### config.mk
export PLATFORM = sky130hd
export DESIGN_NAME = dram_bank_sched
export DESIGN_NICKNAME = d
export VERILOG_FILES = /design/src/rtl/dbs_pkg.sv /design/src/rtl/dbs_fifo.sv /design/src/rtl/dbs_picker.sv /design/src/rtl/dbs_cmplq.sv /design/src/rtl/dram_bank_sched.sv
export SDC_FILE = /design/constraint.sdc
export NUM_CORES = 2
export LEC_CHECK = 0
export BUFFER_PORTS_ARGS = -buffer_cell sky130_fd_sc_hd__buf_4
export CAP_MARGIN = 5
export CORE_MARGIN = 3
export CORE_UTILIZATION = 48
export DETAILED_ROUTE_END_ITERATION = 7
export PLACE_DENSITY = 0.66
export SLEW_MARGIN = 0
export SYNTH_ARGS = -nofsm -noshare
export SYNTH_HDL_FRONTEND = slang
export SYNTH_SLANG_ARGS = --single-unit
### constraint.sdc
create_clock -name clk -period 23.5 [get_ports clk]
set_input_delay 0 -clock clk [delete_from_list [all_inputs] [get_ports clk]]
set_output_delay 0 -clock clk [all_outputs]
set_load 0.01 [all_outputs]
### src/rtl/dbs_pkg.sv
package dbs_pkg;

  typedef enum logic [1:0] {
    ACC_RD_HIT  = 2'd0,
    ACC_RD_MISS = 2'd1,
    ACC_WR_HIT  = 2'd2,
    ACC_WR_MISS = 2'd3
  } acc_case_e;

  function automatic acc_case_e classify(input logic wr, input logic hit);
    if (wr) return hit ? ACC_WR_HIT : ACC_WR_MISS;
    return hit ? ACC_RD_HIT : ACC_RD_MISS;
  endfunction

endpackage

### src/rtl/dbs_fifo.sv
module dbs_fifo #(
  parameter int W     = 8,
  parameter int DEPTH = 4
) (
  input  logic         clk,
  input  logic         rst_n,
  input  logic         push,
  input  logic         pop,
  input  logic [W-1:0] din,
  output logic [W-1:0] dout,
  output logic         empty,
  output logic         full
);
  localparam int AW = (DEPTH > 1) ? $clog2(DEPTH) : 1;

  logic [W-1:0]  mem [DEPTH];
  logic [AW-1:0] wp_q, rp_q;
  logic [AW:0]   cnt_q;

  assign empty = (cnt_q == '0);
  assign full  = (cnt_q == (AW+1)'(DEPTH));
  assign dout  = mem[rp_q];

  always_ff @(posedge clk) begin
    if (!rst_n) begin
      wp_q  <= '0;
      rp_q  <= '0;
      cnt_q <= '0;
    end else begin
      if (push) wp_q <= (wp_q == AW'(DEPTH-1)) ? '0 : wp_q + 1'b1;
      if (pop)  rp_q <= (rp_q == AW'(DEPTH-1)) ? '0 : rp_q + 1'b1;
      cnt_q <= cnt_q + (AW+1)'(push) - (AW+1)'(pop);
    end
  end

  always_ff @(posedge clk) begin
    if (push) mem[wp_q] <= din;
  end

  // the edge interface never writes a full queue
  p_no_overflow_r2: assert property (@(posedge clk) disable iff (!rst_n)
    push |-> !full);
  // the scheduler never takes a head from an empty queue
  p_no_underflow_r8: assert property (@(posedge clk) disable iff (!rst_n)
    pop |-> !empty);

endmodule

### src/rtl/dbs_picker.sv
module dbs_picker #(
  parameter int NB     = 4,
  parameter int TS_W   = 32,
  parameter int BANK_W = $clog2(NB)
) (
  input  logic                 en,
  input  logic [NB-1:0]        d_ne,
  input  logic [NB*TS_W-1:0]   d_stamp,
  input  logic [NB-1:0]        d_ok,
  input  logic [NB-1:0]        p_ok,
  input  logic [BANK_W-1:0]    last,
  output logic                 valid,
  output logic [BANK_W-1:0]    bank,
  output logic                 kind
);
  logic              have_old;
  logic [BANK_W-1:0] old_b, idx;
  logic [TS_W-1:0]   old_st;

  always_comb begin
    have_old = 1'b0;
    old_b    = '0;
    old_st   = '0;
    idx      = '0;
    for (int b = 0; b < NB; b++) begin
      if (d_ne[b] && (!have_old || d_stamp[b*TS_W +: TS_W] < old_st)) begin
        have_old = 1'b1;
        old_b    = BANK_W'(b);
        old_st   = d_stamp[b*TS_W +: TS_W];
      end
    end
    valid = 1'b0;
    bank  = old_b;
    kind  = 1'b1;
    if (en) begin
      if (have_old && d_ok[old_b]) valid = 1'b1;
      for (int i = 1; i <= NB; i++) begin
        idx = last + BANK_W'(i);
        if (!valid && d_ok[idx]) begin
          valid = 1'b1;
          bank  = idx;
        end
      end
      for (int i = 1; i <= NB; i++) begin
        idx = last + BANK_W'(i);
        if (!valid && p_ok[idx]) begin
          valid = 1'b1;
          bank  = idx;
          kind  = 1'b0;
        end
      end
    end
  end

endmodule

### src/rtl/dbs_cmplq.sv
module dbs_cmplq #(
  parameter int ADDR_W = 16,
  parameter int TS_W   = 32,
  parameter int DEPTH  = 8
) (
  input  logic              clk,
  input  logic              rst_n,
  input  logic              tick,
  input  logic [TS_W-1:0]   now,
  input  logic              ins,
  input  logic [ADDR_W-1:0] ins_addr,
  input  logic              ins_wr,
  input  logic              ins_dem,
  input  logic [TS_W-1:0]   ins_wake,
  output logic              full,
  output logic              dresp_valid,
  input  logic              dresp_ready,
  output logic [ADDR_W-1:0] dresp_addr,
  output logic              presp_valid,
  input  logic              presp_ready,
  output logic [ADDR_W-1:0] presp_addr
);
  localparam int SW = (DEPTH > 1) ? $clog2(DEPTH) : 1;

  logic [DEPTH-1:0]  v_q;
  logic [TS_W-1:0]   wake_q [DEPTH];
  logic [TS_W-1:0]   itk_q  [DEPTH];
  logic [ADDR_W-1:0] addr_q [DEPTH];
  logic [DEPTH-1:0]  wr_q, dem_q;
  logic              dv_q, pv_q;
  logic [ADDR_W-1:0] da_q, pa_q;

  logic              have, rm;
  logic [SW-1:0]     sel, fr;
  logic [2*TS_W-1:0] bkey;

  always_comb begin
    have = 1'b0;
    sel  = '0;
    bkey = '0;
    for (int i = 0; i < DEPTH; i++) begin
      if (v_q[i] && wake_q[i] <= now &&
          (!have || {wake_q[i], itk_q[i]} < bkey)) begin
        have = 1'b1;
        sel  = SW'(i);
        bkey = {wake_q[i], itk_q[i]};
      end
    end
    fr = '0;
    for (int i = DEPTH-1; i >= 0; i--) begin
      if (!v_q[i]) fr = SW'(i);
    end
  end

  assign rm   = tick && have && (wr_q[sel] || (dem_q[sel] ? !dv_q : !pv_q));
  assign full = &v_q;

  always_ff @(posedge clk) begin
    if (!rst_n) begin
      v_q  <= '0;
      dv_q <= 1'b0;
      pv_q <= 1'b0;
    end else begin
      if (dv_q && dresp_ready) dv_q <= 1'b0;
      if (pv_q && presp_ready) pv_q <= 1'b0;
      if (rm) begin
        v_q[sel] <= 1'b0;
        if (!wr_q[sel]) begin
          if (dem_q[sel]) dv_q <= 1'b1;
          else            pv_q <= 1'b1;
        end
      end
      if (ins) v_q[fr] <= 1'b1;
    end
  end

  always_ff @(posedge clk) begin
    if (ins) begin
      wake_q[fr] <= ins_wake;
      itk_q[fr]  <= now;
      addr_q[fr] <= ins_addr;
      wr_q[fr]   <= ins_wr;
      dem_q[fr]  <= ins_dem;
    end
    if (rm && !wr_q[sel] &&  dem_q[sel]) da_q <= addr_q[sel];
    if (rm && !wr_q[sel] && !dem_q[sel]) pa_q <= addr_q[sel];
  end

  assign dresp_valid = dv_q;
  assign dresp_addr  = da_q;
  assign presp_valid = pv_q;
  assign presp_addr  = pa_q;

  p_dresp_hold_r10: assert property (@(posedge clk) disable iff (!rst_n)
    dresp_valid && !dresp_ready |=> dresp_valid && $stable(dresp_addr));
  p_presp_hold_r10: assert property (@(posedge clk) disable iff (!rst_n)
    presp_valid && !presp_ready |=> presp_valid && $stable(presp_addr));
  p_cq_room_r8: assert property (@(posedge clk) disable iff (!rst_n)
    ins |-> !full);

endmodule

### src/rtl/dram_bank_sched.sv
module dram_bank_sched #(
  parameter int          NB       = 4,
  parameter int          QDEPTH   = 4,
  parameter int          ADDR_W   = 16,
  parameter int          COL_W    = 6,
  parameter int          TICK_DIV = 2,
  parameter int          BMW      = 64,
  parameter int          CQ_DEPTH = 8,
  parameter int          TS_W     = 32,
  parameter logic [63:0] BUS_RH   = 64'h0000_0000_000F_0000,
  parameter logic [63:0] BUS_RM   = 64'h0000_0000_F000_0000,
  parameter logic [63:0] BUS_WH   = 64'h0000_0000_0000_0F00,
  parameter logic [63:0] BUS_WM   = 64'h0000_0000_00F0_0000,
  parameter logic [63:0] BANK_RH  = 64'h0000_0000_000F_FFFF,
  parameter logic [63:0] BANK_RM  = 64'h0000_0003_FFFF_FFFF,
  parameter logic [63:0] BANK_WH  = 64'h0000_0000_0000_0FFF,
  parameter logic [63:0] BANK_WM  = 64'h0000_0000_0FFF_FFFF,
  parameter int          LAT_RH   = 19,
  parameter int          LAT_RM   = 34,
  parameter int          LAT_WH   = 12,
  parameter int          LAT_WM   = 28
) (
  input  logic              clk,
  input  logic              rst_n,
  input  logic              in_valid,
  output logic              in_ready,
  input  logic [ADDR_W-1:0] in_addr,
  input  logic              in_write,
  input  logic              in_demand,
  output logic              dresp_valid,
  input  logic              dresp_ready,
  output logic [ADDR_W-1:0] dresp_addr,
  output logic              presp_valid,
  input  logic              presp_ready,
  output logic [ADDR_W-1:0] presp_addr
);
  import dbs_pkg::*;

  localparam int BANK_W = $clog2(NB);
  localparam int ROW_W  = ADDR_W - COL_W;
  localparam int DW     = (TICK_DIV > 1) ? $clog2(TICK_DIV) : 1;

  logic [DW-1:0]     div_q;
  logic              tick, issue, cq_full, pv, pk;
  logic [BANK_W-1:0] pb, last_q, in_bank;
  logic [TS_W-1:0]   cyc_q, tk_q;
  logic [BMW-1:0]    bus_q, bus_sh;
  logic [BMW-1:0]    bank_q [NB];
  logic [BMW-1:0]    bank_sh [NB];
  logic [ROW_W-1:0]  tag_q [NB];
  logic [NB-1:0]     tag_v;

  logic              empty_v [2][NB];
  logic              full_v  [2][NB];
  logic [ADDR_W-1:0] h_addr  [2][NB];
  logic              h_wr    [2][NB];
  logic [ROW_W-1:0]  e_row   [2][NB];
  logic              e_hit   [2][NB];
  logic [BMW-1:0]    e_bus   [2][NB];
  logic [BMW-1:0]    e_bank  [2][NB];
  logic [TS_W-1:0]   e_lat   [2][NB];
  logic [NB-1:0]     d_ok, p_ok, d_ne;
  logic [NB*TS_W-1:0] d_stamp;

  assign tick     = (div_q == DW'(TICK_DIV-1));
  assign bus_sh   = bus_q >> 1;
  assign in_bank  = in_addr[COL_W +: BANK_W];
  assign in_ready = !full_v[in_demand][in_bank];

  for (genvar gb = 0; gb < NB; gb++) begin : g_bank
    assign bank_sh[gb] = bank_q[gb] >> 1;
    for (genvar gk = 0; gk < 2; gk++) begin : g_kind
      logic              push_w, pop_w, emp, ful, w, hit;
      logic [ADDR_W-1:0] a;
      logic [ROW_W-1:0]  row;
      logic [BMW-1:0]    mb, mk;
      logic [TS_W-1:0]   lat;

      assign push_w = in_valid && in_ready && (in_bank == BANK_W'(gb)) &&
                      (in_demand == 1'(gk));
      assign pop_w  = issue && (pb == BANK_W'(gb)) && (pk == 1'(gk));

      if (gk == 1) begin : g_dm
        logic [ADDR_W+TS_W:0] dout;
        dbs_fifo #(.W(ADDR_W+1+TS_W), .DEPTH(QDEPTH)) u_q (
          .clk(clk), .rst_n(rst_n), .push(push_w), .pop(pop_w),
          .din({cyc_q, in_write, in_addr}), .dout(dout),
          .empty(emp), .full(ful));
        assign a = dout[ADDR_W-1:0];
        assign w = dout[ADDR_W];
        assign d_stamp[gb*TS_W +: TS_W] = dout[ADDR_W+1 +: TS_W];
        assign d_ne[gb] = !emp;
        assign d_ok[gb] = !emp && ((mb & bus_sh) == '0) && ((mk & bank_sh[gb]) == '0);
      end else begin : g_pf
        logic [ADDR_W:0] dout;
        dbs_fifo #(.W(ADDR_W+1), .DEPTH(QDEPTH)) u_q (
          .clk(clk), .rst_n(rst_n), .push(push_w), .pop(pop_w),
          .din({in_write, in_addr}), .dout(dout),
          .empty(emp), .full(ful));
        assign a = dout[ADDR_W-1:0];
        assign w = dout[ADDR_W];
        assign p_ok[gb] = !emp && ((mb & bus_sh) == '0) && ((mk & bank_sh[gb]) == '0);
      end

      assign row = a[ADDR_W-1:COL_W];
      always_comb begin
        hit = tag_v[gb] && (tag_q[gb] == row);
        case (classify(w, hit))
          ACC_RD_HIT:  begin mb = BMW'(BUS_RH); mk = BMW'(BANK_RH); lat = TS_W'(LAT_RH); end
          ACC_RD_MISS: begin mb = BMW'(BUS_RM); mk = BMW'(BANK_RM); lat = TS_W'(LAT_RM); end
          ACC_WR_HIT:  begin mb = BMW'(BUS_WH); mk = BMW'(BANK_WH); lat = TS_W'(LAT_WH); end
          ACC_WR_MISS: begin mb = BMW'(BUS_WM); mk = BMW'(BANK_WM); lat = TS_W'(LAT_WM); end
        endcase
      end

      assign empty_v[gk][gb] = emp;
      assign full_v[gk][gb]  = ful;
      assign h_addr[gk][gb]  = a;
      assign h_wr[gk][gb]    = w;
      assign e_row[gk][gb]   = row;
      assign e_hit[gk][gb]   = hit;
      assign e_bus[gk][gb]   = mb;
      assign e_bank[gk][gb]  = mk;
      assign e_lat[gk][gb]   = lat;
    end
  end

  dbs_picker #(.NB(NB), .TS_W(TS_W), .BANK_W(BANK_W)) u_pick (
    .en(!cq_full), .d_ne(d_ne), .d_stamp(d_stamp), .d_ok(d_ok), .p_ok(p_ok),
    .last(last_q), .valid(pv), .bank(pb), .kind(pk));

  assign issue = tick && pv;

  dbs_cmplq #(.ADDR_W(ADDR_W), .TS_W(TS_W), .DEPTH(CQ_DEPTH)) u_cq (
    .clk(clk), .rst_n(rst_n), .tick(tick), .now(tk_q),
    .ins(issue), .ins_addr(h_addr[pk][pb]), .ins_wr(h_wr[pk][pb]), .ins_dem(pk),
    .ins_wake(tk_q + e_lat[pk][pb]), .full(cq_full),
    .dresp_valid(dresp_valid), .dresp_ready(dresp_ready), .dresp_addr(dresp_addr),
    .presp_valid(presp_valid), .presp_ready(presp_ready), .presp_addr(presp_addr));

  always_ff @(posedge clk) begin
    if (!rst_n) begin
      div_q  <= '0;
      cyc_q  <= '0;
      tk_q   <= '0;
      bus_q  <= '0;
      tag_v  <= '0;
      last_q <= BANK_W'(NB-1);
      for (int b = 0; b < NB; b++) bank_q[b] <= '0;
    end else begin
      cyc_q <= cyc_q + 1'b1;
      div_q <= tick ? '0 : div_q + 1'b1;
      if (tick) begin
        tk_q  <= tk_q + 1'b1;
        bus_q <= bus_sh | (issue ? e_bus[pk][pb] : '0);
        for (int b = 0; b < NB; b++)
          bank_q[b] <= bank_sh[b] | ((issue && pb == BANK_W'(b)) ? e_bank[pk][pb] : '0);
        if (issue) begin
          last_q <= pb;
          if (!e_hit[pk][pb]) tag_v[pb] <= 1'b1;
        end
      end
    end
  end

  always_ff @(posedge clk) begin
    if (issue && !e_hit[pk][pb]) tag_q[pb] <= e_row[pk][pb];
  end

  // an issued request never collides with a reservation
  p_no_conflict_r4: assert property (@(posedge clk) disable iff (!rst_n)
    issue |-> ((e_bus[pk][pb] & bus_sh) == '0) && ((e_bank[pk][pb] & bank_sh[pb]) == '0));
  // prefetch only when no demand head can go
  p_prefetch_last_r7: assert property (@(posedge clk) disable iff (!rst_n)
    issue && !pk |-> d_ok == '0);
  // after an issue the bank holds the request's row open
  p_tag_open_r3: assert property (@(posedge clk) disable iff (!rst_n)
    issue |=> tag_v[$past(pb)] && tag_q[$past(pb)] == $past(e_row[pk][pb]));
  // scheduling only on ticks
  p_issue_on_tick_r1: assert property (@(posedge clk) disable iff (!rst_n)
    pv && !tick |=> $stable(bus_q));
  // an empty queue always has room
  p_empty_ready_r2: assert property (@(posedge clk) disable iff (!rst_n)
    empty_v[in_demand][in_bank] |-> in_ready);

endmodule

==> flow_summary.yaml <==
timing:
  worst_slew_pin_slew_ns: 1.30
  fin_ws_ns: 0.223
  fmax_mhz: 43.0
  rsz0062_at_grt: "yes"
  skew_ns: 0.0965
  relSlewSlack_pct: 13.2
  final_hold_viol_count: 0
  finalSetupViolations: 0
  drv_slew: 0
  fin_crit_ns: 23.28
  fin_crit_sh_pct: 99.1
  setup_tns_ns: 0
floorplan:
  die_y_um: 469
  core_um2: 213000
  die_x_um: 469
  rows: 169
  initial_core_util_pct: 48.4
  dieArea_um2: 220000
  ios: 58
grt:
  grt-ovfl-total: 0
  grt.total_usage_pct: 25.3
  antenna_found_initial: 4
  grt_max_degree: 132
  grt_pass1_vias: 68546
  grt_pass1_wl_mm: 425
worst_hold_path:
  hold_start: "in_addr[3]"
  min_path_type: "primary input to flip-flop"
synthesis:
  netlist_area_um2: 103000
  synth.distinct_cells: 94
  synth-edff-count: 1916
  synth_cells: 7603
  synth_nets: 8545
  synth_common_cells: "edfxtp_1 (1916), ha_1 (910), nand2_1 (665)"
  synthTopCellsByArea: "edfxtp_1 (56%), ha_1 (11%), mux4_2 (5.8%)"
  synth-seq-cells: 2092
  avgSynthCellArea_um2: 13.5
  synth.top_cell.area_share_pct: 55.9
  synth.most_common_cell: "edfxtp_1"
  synthArstFlopShare_pct: 0
  yosysWarnings: 0
  yosysTopAreaCell: "edfxtp_1"
  synth_flop_cell: "edfxtp_1"
  ys_seq_area_share_pct: 59.3
run_status:
  status: "completed"
pwr:
  seq_power_share_pct: 52.4
  power.switching_mw: 1.66
  p_total_mw: 7.80
  leakage_nw: 42.9
  p_clk_share_pct: 44.8
  internal_power_mw: 6.14
  peakVddDrop_mv: 0.0760
  p_per_area_nw_per_um2: 64.6
  comb_power_share_pct: 2.8
  p_sw_share_pct: 21.3
cells_and_area:
  num-nets-final: 9373
  drive_gt1_share_pct: 19.4
  area_growth_pct: 17.3
  final_util_pct: 56.8
  design_area_um2: 121000
clock_network:
  cts_tree: "built"
  clk_latency_ns: 0.89
  htreeDepth: 4
  cts_buffer_depth: 3
  cts_made_buffers: 213
  clock-sinks: 2092
  cts.reportedPaths.clkPinSlew_ns: 0.06
  cts_root_buffer: "clkbuf_16"
placed_design:
  place_ws_ns: -1.45
  place_congestion: 0.933
  port_buffers: 57
  place_area_um2: 112000
  dp_hpwl_mm: 195
route:
  dr_total_vias: 67836
  wl_per_cell_um: 24.9
  via_per_inst: 5.93
  wirelength_mm: 285
  postRouteAntennaNets: 0
  drc: 0
  dr.first_iter.drc_count: 6293
  dr.pass1.iters: 5
worst_setup_path:
  crit_required_ns: 24.19
  crit_path_end_kind: "flip-flop"
  arrival_ns: 23.96
  criticalPathCategory: "flip-flop to flip-flop"
  crit_top_cell: "buf_4"
  timing.rr.start: "u_cq.wake_q[0][3]$_DFFE_PP_"
  startpoint: "u_cq.wake_q[0][3]$_DFFE_PP_"
  start_kind: "flip-flop"
  slowest_delay_ns: 0.64
  cp_max_fo: 19
  slowest_stage: "or4_4"
run:
  maxCapViolations: 0
power by group through the flow:
stage	clock, mW	sequential (mW)	combinational [mW]
floorplan	0	4.16	0.117
global placement	0	4.16	0.202
detailed placement	0	4.17	0.208
CTS	3.55	4.09	0.213
global route	3.70	4.09	0.232
finish	3.50	4.09	0.215
sequential cells by signal (all words and copies together), names as in the netlist, 12 cells and up, named ones only:
register                      flops
g_bank.g_kind.g_dm.u_q.mem      784
g_bank.g_kind.g_pf.u_q.mem      272
u_cq.itk_q                      256
u_cq.wake_q                     256
bank_q                          132
u_cq.addr_q                     128
tag_q                            40
cyc_q                            32
tk_q                             32
bus_q                            23
u_cq.dresp_addr                  16
u_cq.presp_addr                  16
g_bank.g_kind.g_pf.u_q.cnt_q     12
g_bank.g_kind.g_dm.u_q.cnt_q     12
path summary, 6_finish.rpt:
check	to	slack [ns]	cells after the start
setup / recovery	u_cq.v_q[6]$_SDFF_PN0_	0.22	121
hold / removal	g_bank[2].g_kind[0].g_pf.u_q.mem[3][3]$_DFFE_PP_	0.12	2
setup reg to reg	u_cq.v_q[6]$_SDFF_PN0_	0.22	121
hold reg to reg	bus_q[21]$_SDFFE_PN0P_	0.49	2
metrics by stage:
stage          hold WS, ns  instances
2_1_floorplan       0.0989       7603
3_3_place_gp         0.316      10980
3_5_place_dp         0.332      10980
4_1_cts             0.0574      11422
5_1_grt             0.0879      11446
6_report             0.120      11446
worst max-delay path, delay by kind of cell (launching register included):
| kind | cells | cell delay (ns) |
|---|---|---|
| buf+inv | 34 | 5.20 |
| fa+ha+maj | 8 | 2.12 |
| simple gates | 32 | 6.65 |
| flops | 1 | 0.44 |
| compound gates | 46 | 8.37 |
| mux | 1 | 0.19 |
area by class of cell:
cell class / count / area (um^2)
inverters: 218 / 821
repair buffers: 891 / 7200
fillers: 16976 / 91900
clock buffers: 281 / 5800
clock inverters: 126 / 1490
well taps: 2821 / 3530
diodes: 2 / 5.00
multi-input cells: 5015 / 40900
flip-flops and latches: 2092 / 61100
cells by family after synthesis:
kind of cell | after synthesis | share of synthesized area [%]
xor+xnor | 179 | 1.52
mux | 391 | 7.04
fa+ha+maj | 919 | 11.2
buf+inv | 496 | 1.85
compound gates | 1514 | 9.56
simple gates | 2012 | 9.52
flops | 2092 | 59.3
layer usage:
| layer | GRT usage, % | vias up | routed length, um |
|---|---|---|---|
| met5 | 0 | - | 0 |
| met1 | 33.2 | 34021 | 117000 |
| met4 | 8.14 | 0 | 9790 |
| met3 | 3.59 | 474 | 16500 |
| li1 | - | 31113 | - |
| met2 | 43.6 | 2228 | 141000 |
what timing repair did:
| item | in CTS | in global routing |
|---|---|---|
| gates resized for setup | 55 | 114 |
| pin swaps | 18 | 70 |
| hold buffers | 24 | 0 |
| endpoints found under the setup margin | 74 | 74 |
| buffers inserted | 11 | 23 |
| hold endpoints to repair | 648 | 0 |
layout by cell type (no fill, tap or decap), types with 214 or more instances in the layout:
cell type	synthesis	final
a21oi_1	471	450
buf_4	1	822
clkbuf_16	0	214
edfxtp_1	1916	1916
ha_1	910	905
inv_1	216	215
mux4_2	266	266
nand2_1	665	663
nor2_1	426	415
o21ai_0	256	230
Note: power is estimated with default switching activity, not from simulation.
